$ cat config.mk
export PLATFORM = sky130hd
export DESIGN_NAME = dstf_unstuff
export DESIGN_NICKNAME = d
export VERILOG_FILES = /design/src/rtl/dstf_pkg.sv /design/src/rtl/dstf_sort.sv /design/src/rtl/dstf_fsm.sv /design/src/rtl/dstf_emit.sv /design/src/rtl/dstf_unstuff.sv
export SDC_FILE = /design/constraint.sdc
export NUM_CORES = 1
export LEC_CHECK = 0
export BUFFER_PORTS_ARGS = -buffer_cell sky130_fd_sc_hd__buf_2
export CORE_UTILIZATION = 58
export DETAILED_ROUTE_END_ITERATION = 12
export HOLD_SLACK_MARGIN = 0.1
export PLACE_DENSITY_LB_ADDON = 0.25
export SLEW_MARGIN = 20
export SYNTH_ARGS = -nofsm -noshare
export SYNTH_HDL_FRONTEND = slang
export SYNTH_SLANG_ARGS = --single-unit
export TNS_END_PERCENT = 50
$ cat constraint.sdc
create_clock -name clk -period 3.1 [get_ports clk]
set_input_delay 0.465 -clock clk [delete_from_list [all_inputs] [get_ports clk]]
set_output_delay 0.465 -clock clk [all_outputs]
set_load 0.05 [all_outputs]
$ cat src/rtl/dstf_pkg.sv
`timescale 1ns/1ps
package dstf_pkg;
    typedef enum logic [1:0] {
        ST_HUNT     = 2'd0,
        ST_HUNT_ESC = 2'd1,
        ST_BODY     = 2'd2,
        ST_BODY_ESC = 2'd3
    } dstf_state_e;

    typedef enum logic [1:0] {
        CLS_PLAIN = 2'd0,
        CLS_SOF   = 2'd1,
        CLS_ESC   = 2'd2
    } dstf_class_e;
endpackage

$ cat src/rtl/dstf_sort.sv
`timescale 1ns/1ps
module dstf_sort
    import dstf_pkg::*;
#(
    parameter int DATA_W = 8,
    parameter logic [DATA_W-1:0] SOF_CODE = 8'h02,
    parameter logic [DATA_W-1:0] ESC_CODE = 8'h10
) (
    input  logic [DATA_W-1:0] byte_in,
    output dstf_class_e       cls
);
    always_comb begin
        if (byte_in == SOF_CODE)      cls = CLS_SOF;
        else if (byte_in == ESC_CODE) cls = CLS_ESC;
        else                          cls = CLS_PLAIN;
    end
endmodule

$ cat src/rtl/dstf_fsm.sv
`timescale 1ns/1ps
module dstf_fsm
    import dstf_pkg::*;
#(
    parameter int LEN_W = 8
) (
    input  logic        clk,
    input  logic        rst_n,
    input  logic        take,
    input  dstf_class_e cls,
    output logic        push,
    output logic        close,
    output logic        in_frame,
    output logic        esc_pend,
    output logic        len_nz
);
    localparam logic [LEN_W-1:0] LEN_MAX = {LEN_W{1'b1}};

    dstf_state_e      state, state_nxt;
    logic [LEN_W-1:0] len;
    logic             len_clr, len_inc;

    // state register
    always_ff @(posedge clk) begin
        if (!rst_n) state <= ST_HUNT;
        else        state <= state_nxt;
    end

    // transitions and per-byte actions
    always_comb begin
        state_nxt = state;
        push      = 1'b0;
        close     = 1'b0;
        len_clr   = 1'b0;
        len_inc   = 1'b0;
        if (take) begin
            unique case (state)
                ST_HUNT: begin
                    if (cls == CLS_SOF) begin
                        state_nxt = ST_BODY;          // open
                        len_clr   = 1'b1;
                    end else if (cls == CLS_ESC) begin
                        state_nxt = ST_HUNT_ESC;      // hunt-escape
                    end
                end
                ST_HUNT_ESC: begin
                    if (cls != CLS_ESC) state_nxt = ST_HUNT;  // hunt-skip
                end
                ST_BODY: begin
                    if (cls == CLS_ESC) begin
                        state_nxt = ST_BODY_ESC;      // body-escape
                    end else if (cls == CLS_SOF) begin
                        if (len_nz) begin
                            state_nxt = ST_HUNT;      // close
                            close     = 1'b1;
                            len_clr   = 1'b1;
                        end                           // else resync
                    end else begin
                        push    = 1'b1;               // data
                        len_inc = 1'b1;
                    end
                end
                ST_BODY_ESC: begin
                    state_nxt = ST_BODY;              // literal
                    push      = 1'b1;
                    len_inc   = 1'b1;
                end
                default: state_nxt = ST_HUNT;
            endcase
        end
    end

    // saturating frame length
    always_ff @(posedge clk) begin
        if (!rst_n)                       len <= '0;
        else if (len_clr)                 len <= '0;
        else if (len_inc && len != LEN_MAX) len <= len + 1'b1;
    end

    always_comb begin
        len_nz   = (len != '0);
        in_frame = (state == ST_BODY) || (state == ST_BODY_ESC);
        esc_pend = (state == ST_HUNT_ESC) || (state == ST_BODY_ESC);
    end
endmodule

$ cat src/rtl/dstf_emit.sv
`timescale 1ns/1ps
module dstf_emit #(
    parameter int DATA_W = 8
) (
    input  logic              clk,
    input  logic              rst_n,
    input  logic              take,
    input  logic              push,
    input  logic              close,
    input  logic [DATA_W-1:0] din,
    input  logic              out_ready,
    output logic              out_valid,
    output logic [DATA_W-1:0] out_data,
    output logic              out_last,
    output logic              in_ready,
    output logic              hold_valid
);
    logic [DATA_W-1:0] hold;

    always_ff @(posedge clk) begin
        if (!rst_n) begin
            out_valid  <= 1'b0;
            out_data   <= '0;
            out_last   <= 1'b0;
            hold       <= '0;
            hold_valid <= 1'b0;
        end else begin
            if (out_valid && out_ready) out_valid <= 1'b0;
            if (take && push) begin
                if (hold_valid) begin
                    out_valid <= 1'b1;
                    out_data  <= hold;
                    out_last  <= 1'b0;
                end
                hold       <= din;
                hold_valid <= 1'b1;
            end else if (take && close) begin
                out_valid  <= 1'b1;
                out_data   <= hold;
                out_last   <= 1'b1;
                hold_valid <= 1'b0;
            end
        end
    end

    always_comb in_ready = !out_valid || out_ready;
endmodule

$ cat src/rtl/dstf_unstuff.sv
`timescale 1ns/1ps
module dstf_unstuff
    import dstf_pkg::*;
#(
    parameter int DATA_W = 8,
    parameter int LEN_W  = 8,
    parameter logic [DATA_W-1:0] SOF_CODE = 8'h02,
    parameter logic [DATA_W-1:0] ESC_CODE = 8'h10
) (
    input  logic              clk,
    input  logic              rst_n,
    input  logic              in_valid,
    input  logic [DATA_W-1:0] in_data,
    output logic              in_ready,
    output logic              out_valid,
    output logic [DATA_W-1:0] out_data,
    output logic              out_last,
    input  logic              out_ready
);
    dstf_class_e cls;
    logic take, push, close, in_frame, esc_pend, len_nz, hold_valid;

    always_comb take = in_valid && in_ready;

    dstf_sort #(.DATA_W(DATA_W), .SOF_CODE(SOF_CODE), .ESC_CODE(ESC_CODE)) u_sort (
        .byte_in (in_data),
        .cls     (cls)
    );

    dstf_fsm #(.LEN_W(LEN_W)) u_fsm (
        .clk      (clk),
        .rst_n    (rst_n),
        .take     (take),
        .cls      (cls),
        .push     (push),
        .close    (close),
        .in_frame (in_frame),
        .esc_pend (esc_pend),
        .len_nz   (len_nz)
    );

    dstf_emit #(.DATA_W(DATA_W)) u_emit (
        .clk        (clk),
        .rst_n      (rst_n),
        .take       (take),
        .push       (push),
        .close      (close),
        .din        (in_data),
        .out_ready  (out_ready),
        .out_valid  (out_valid),
        .out_data   (out_data),
        .out_last   (out_last),
        .in_ready   (in_ready),
        .hold_valid (hold_valid)
    );
endmodule

==> metrics <==
pre-CTS setup slack 0.6959 ns; type of the worst min-delay path in2reg; I/O pin count 23; number of maximum-capacitance violations 0; Die ar. 2498 um^2; Netlist cell types 34; crit end category flip-flop; Worst-path clk slew 0.09 ns; DRT iter0 DRCs 36; count of final setup violators 0; Pre-antenna DRT Iters 4; Setup TNS Final 0 ns; Die H 49.98 um; Final #Nets 192; core area 2191 um^2; startpoint of the worst hold path in_data[0]; synthesized area 1335 um^2; syn_nets 169; Clock Path Buffers 2; R2R Path Start u_fsm.len[0]$_SDFFE_PP0P_; layout cells sized above 1 0.1899; reg2reg end u_emit.out_data[6]$_SDFFE_PN0P_; Post-CTS Hold Buffers 0; initial antenna violation count 0; Total GRT Usage 0.2718; cts bufs inserted 5; Vias/cell 5.546; FF+latch area 580.6 um^2; post-route cell area 1508 um^2; Least-Margin Pin Slew about 0.59 ns; Inserted Diodes 0; Site Rows 17; FILL cells 180; Relative slew margins 0.6062; placed instance area between 1000 and 1500 um^2; Max Clock Skew about 0.0069 ns; Most used DFF post-synth dfxtp_1; Achievable Freq about 480 MHz; most frequent cells in the layout nand2_1 (37), dfxtp_1 (29), buf_2 (22), a21boi_0 (10); synthesized flop and latch total 29; Hold Path Depth 3; TritonCTS clock tree built; total number of vias between 1000 and 1500; EDFF count, synth 0; total wire length approximately 2.7 mm; Residual DRC 0; most common cell after layout, fill and taps aside nand2_1; DPL Wire Length roughly 2.0 mm; CTS sink cnt 29; Slew Limit Fails 0; hold endpoint u_emit.hold[0]$_SDFFE_PN0P_; LEAKAGE roughly 0.59 nW; Starting Density 0.6094; status finished clean; fin crit period approximately 2.1 ns; Layout area overhead 12.93%; CTS root buffer clkbuf_4; pin count of the biggest net entering global routing 31; first-pass GRT wire length 4.912 mm; share of the synthesized area in the top cell type 0.4349; Arrival @ worst endpoint 2.36 ns; die width 49.98 um; CP max FO 9; Reg2Reg Depth 7; unrepaired setup endpoints after global routing false; insertion delay to the later sink of the worst-skew pair 0.33 ns; PD cells 410.6 nW/um^2; area of the multi-input gates 719.4 um^2; Hold Vio Cnt, Final 0; final worst slack 0.9967 ns; Yosys warnings 0; H-tree depth 2; sequential-to-total area share from yosys stat 0.4349; wire per inst between 10 and 15 um; CP required 3.36 ns; post-layout util 0.6882; vias in the first global route 1152; final period utilization 0.6785; gpl congestion 0.8050; r2r setup slk between 0.9 and 1 ns; # port buffers 22; Syn Inst Count about 160; gr ovfl total 0; Syn Area/Cell 8.613 um^2; Async SR Flop Fraction 0; crit path launch type flip-flop; post-synth top area cell dfxtp_1; worst vdd ir around 360 uV; Worst Hold Margin 0.3862 ns; top cells by area, synth dfxtp_1 (43%), nand2_1 (10%), mux2i_1 (6.7%); DRT antenna net count 0; Post-CTS Repair Setup Buffers 0; critical path type reg2reg; cells resized by post-CTS repair 0
[report_power, final]
| part | switching (W) | leakage, nW | internal, W |
|---|---|---|---|
| Clock | 0.000132 | 0.0320 | 0.0000861 |
| Sequential | 0.000000436 | 0.233 | 0.000373 |
| Combinational | 0.0000171 | 0.329 | 0.0000112 |
[cell usage after synthesis (all sizes together), types with 2 or more instances]
library cell,number
nand3,4
nor2b,3
and4,3
xnor2,6
nor2,10
a211oi,2
a31oi,2
clkbuf,5
mux2i,9
ha,2
nand2,37
nor4,4
dfxtp,29
nand4,2
inv,3
o21ai,2
nor3,5
a21boi,10
a21oi,5
[worst max-delay path by stage]
stage | slack [ns] | cells past startpoint | from | end
finish | 1.0 | 7 | u_fsm.len[0]$_SDFFE_PP0P_ | u_emit.out_data[6]$_SDFFE_PN0P_
global route | 0.84 | 7 | u_fsm.len[0]$_SDFFE_PP0P_ | u_emit.out_data[6]$_SDFFE_PN0P_
CTS | 1.00 | 7 | u_fsm.len[0]$_SDFFE_PP0P_ | u_emit.out_data[6]$_SDFFE_PN0P_
detailed placement | 0.70 | 6 | in_data[0] | u_emit.out_data[6]$_SDFFE_PN0P_
global placement | 0.82 | 6 | in_data[0] | u_emit.out_data[3]$_SDFFE_PN0P_
floorplan | 0.88 | 5 | u_emit.out_valid$_SDFF_PN0_ | u_emit.out_valid$_SDFF_PN0_
[per-stage QoR]
| step | total power (W) | instances |
|---|---|---|
| 5_1_grt | 0.0006448 | 207 |
| 6_report | 0.0006191 | 207 |
| 3_3_place_gp | 0.0004087 | 199 |
| 3_5_place_dp | 0.0004094 | 199 |
| 4_1_cts | 0.0006252 | 207 |
| 2_1_floorplan | 0.0003977 | 155 |
[final cells by class]
type                            instances  area share
Inverter                                3    0.007469
Multi-Input combinational cell        117      0.4772
Tap cell                               28     0.02324
Sequential cell                        29      0.3851
Clock inverter                          2    0.006639
Timing Repair Buffer                   22     0.07303
Clock buffer                            6     0.02739
[routing by layer]
layer	vias to the layer above	GRT usage	routed length [um]
met2	40	0.4482	1329
met5	-	0	0
li1	584	-	-
met1	517	0.3062	1218
met4	0	0.1857	72
met3	7	0.06481	120
[worst max-delay path: stages, from the launching register on]
cell and delay [ns]:
dfxtp_1 0.38, inv_1 0.08, ha_1 0.13, nor4b_1 0.36
a21oi_1 0.18, and4_1 0.30, a21oi_4 0.35, mux2i_1 0.26
[state kept, by name (all words and copies together) (netlist names)]
register	cells
u_emit.hold	8
u_emit.out_valid	1
u_emit.out_data	8
u_emit.hold_valid	1
u_fsm.state	2
u_fsm.len	8
u_emit.out_last	1
[kinds of logic after synthesis]
| group | synth area share |
|---|---|
| xor+xnor | 0.03936 |
| fa+ha+maj | 0.01874 |
| buf+inv | 0.02624 |
| simple gates | 0.2887 |
| compound gates | 0.1246 |
| flops | 0.4349 |
| mux | 0.06748 |
Power figures use the tool's default switching activity.
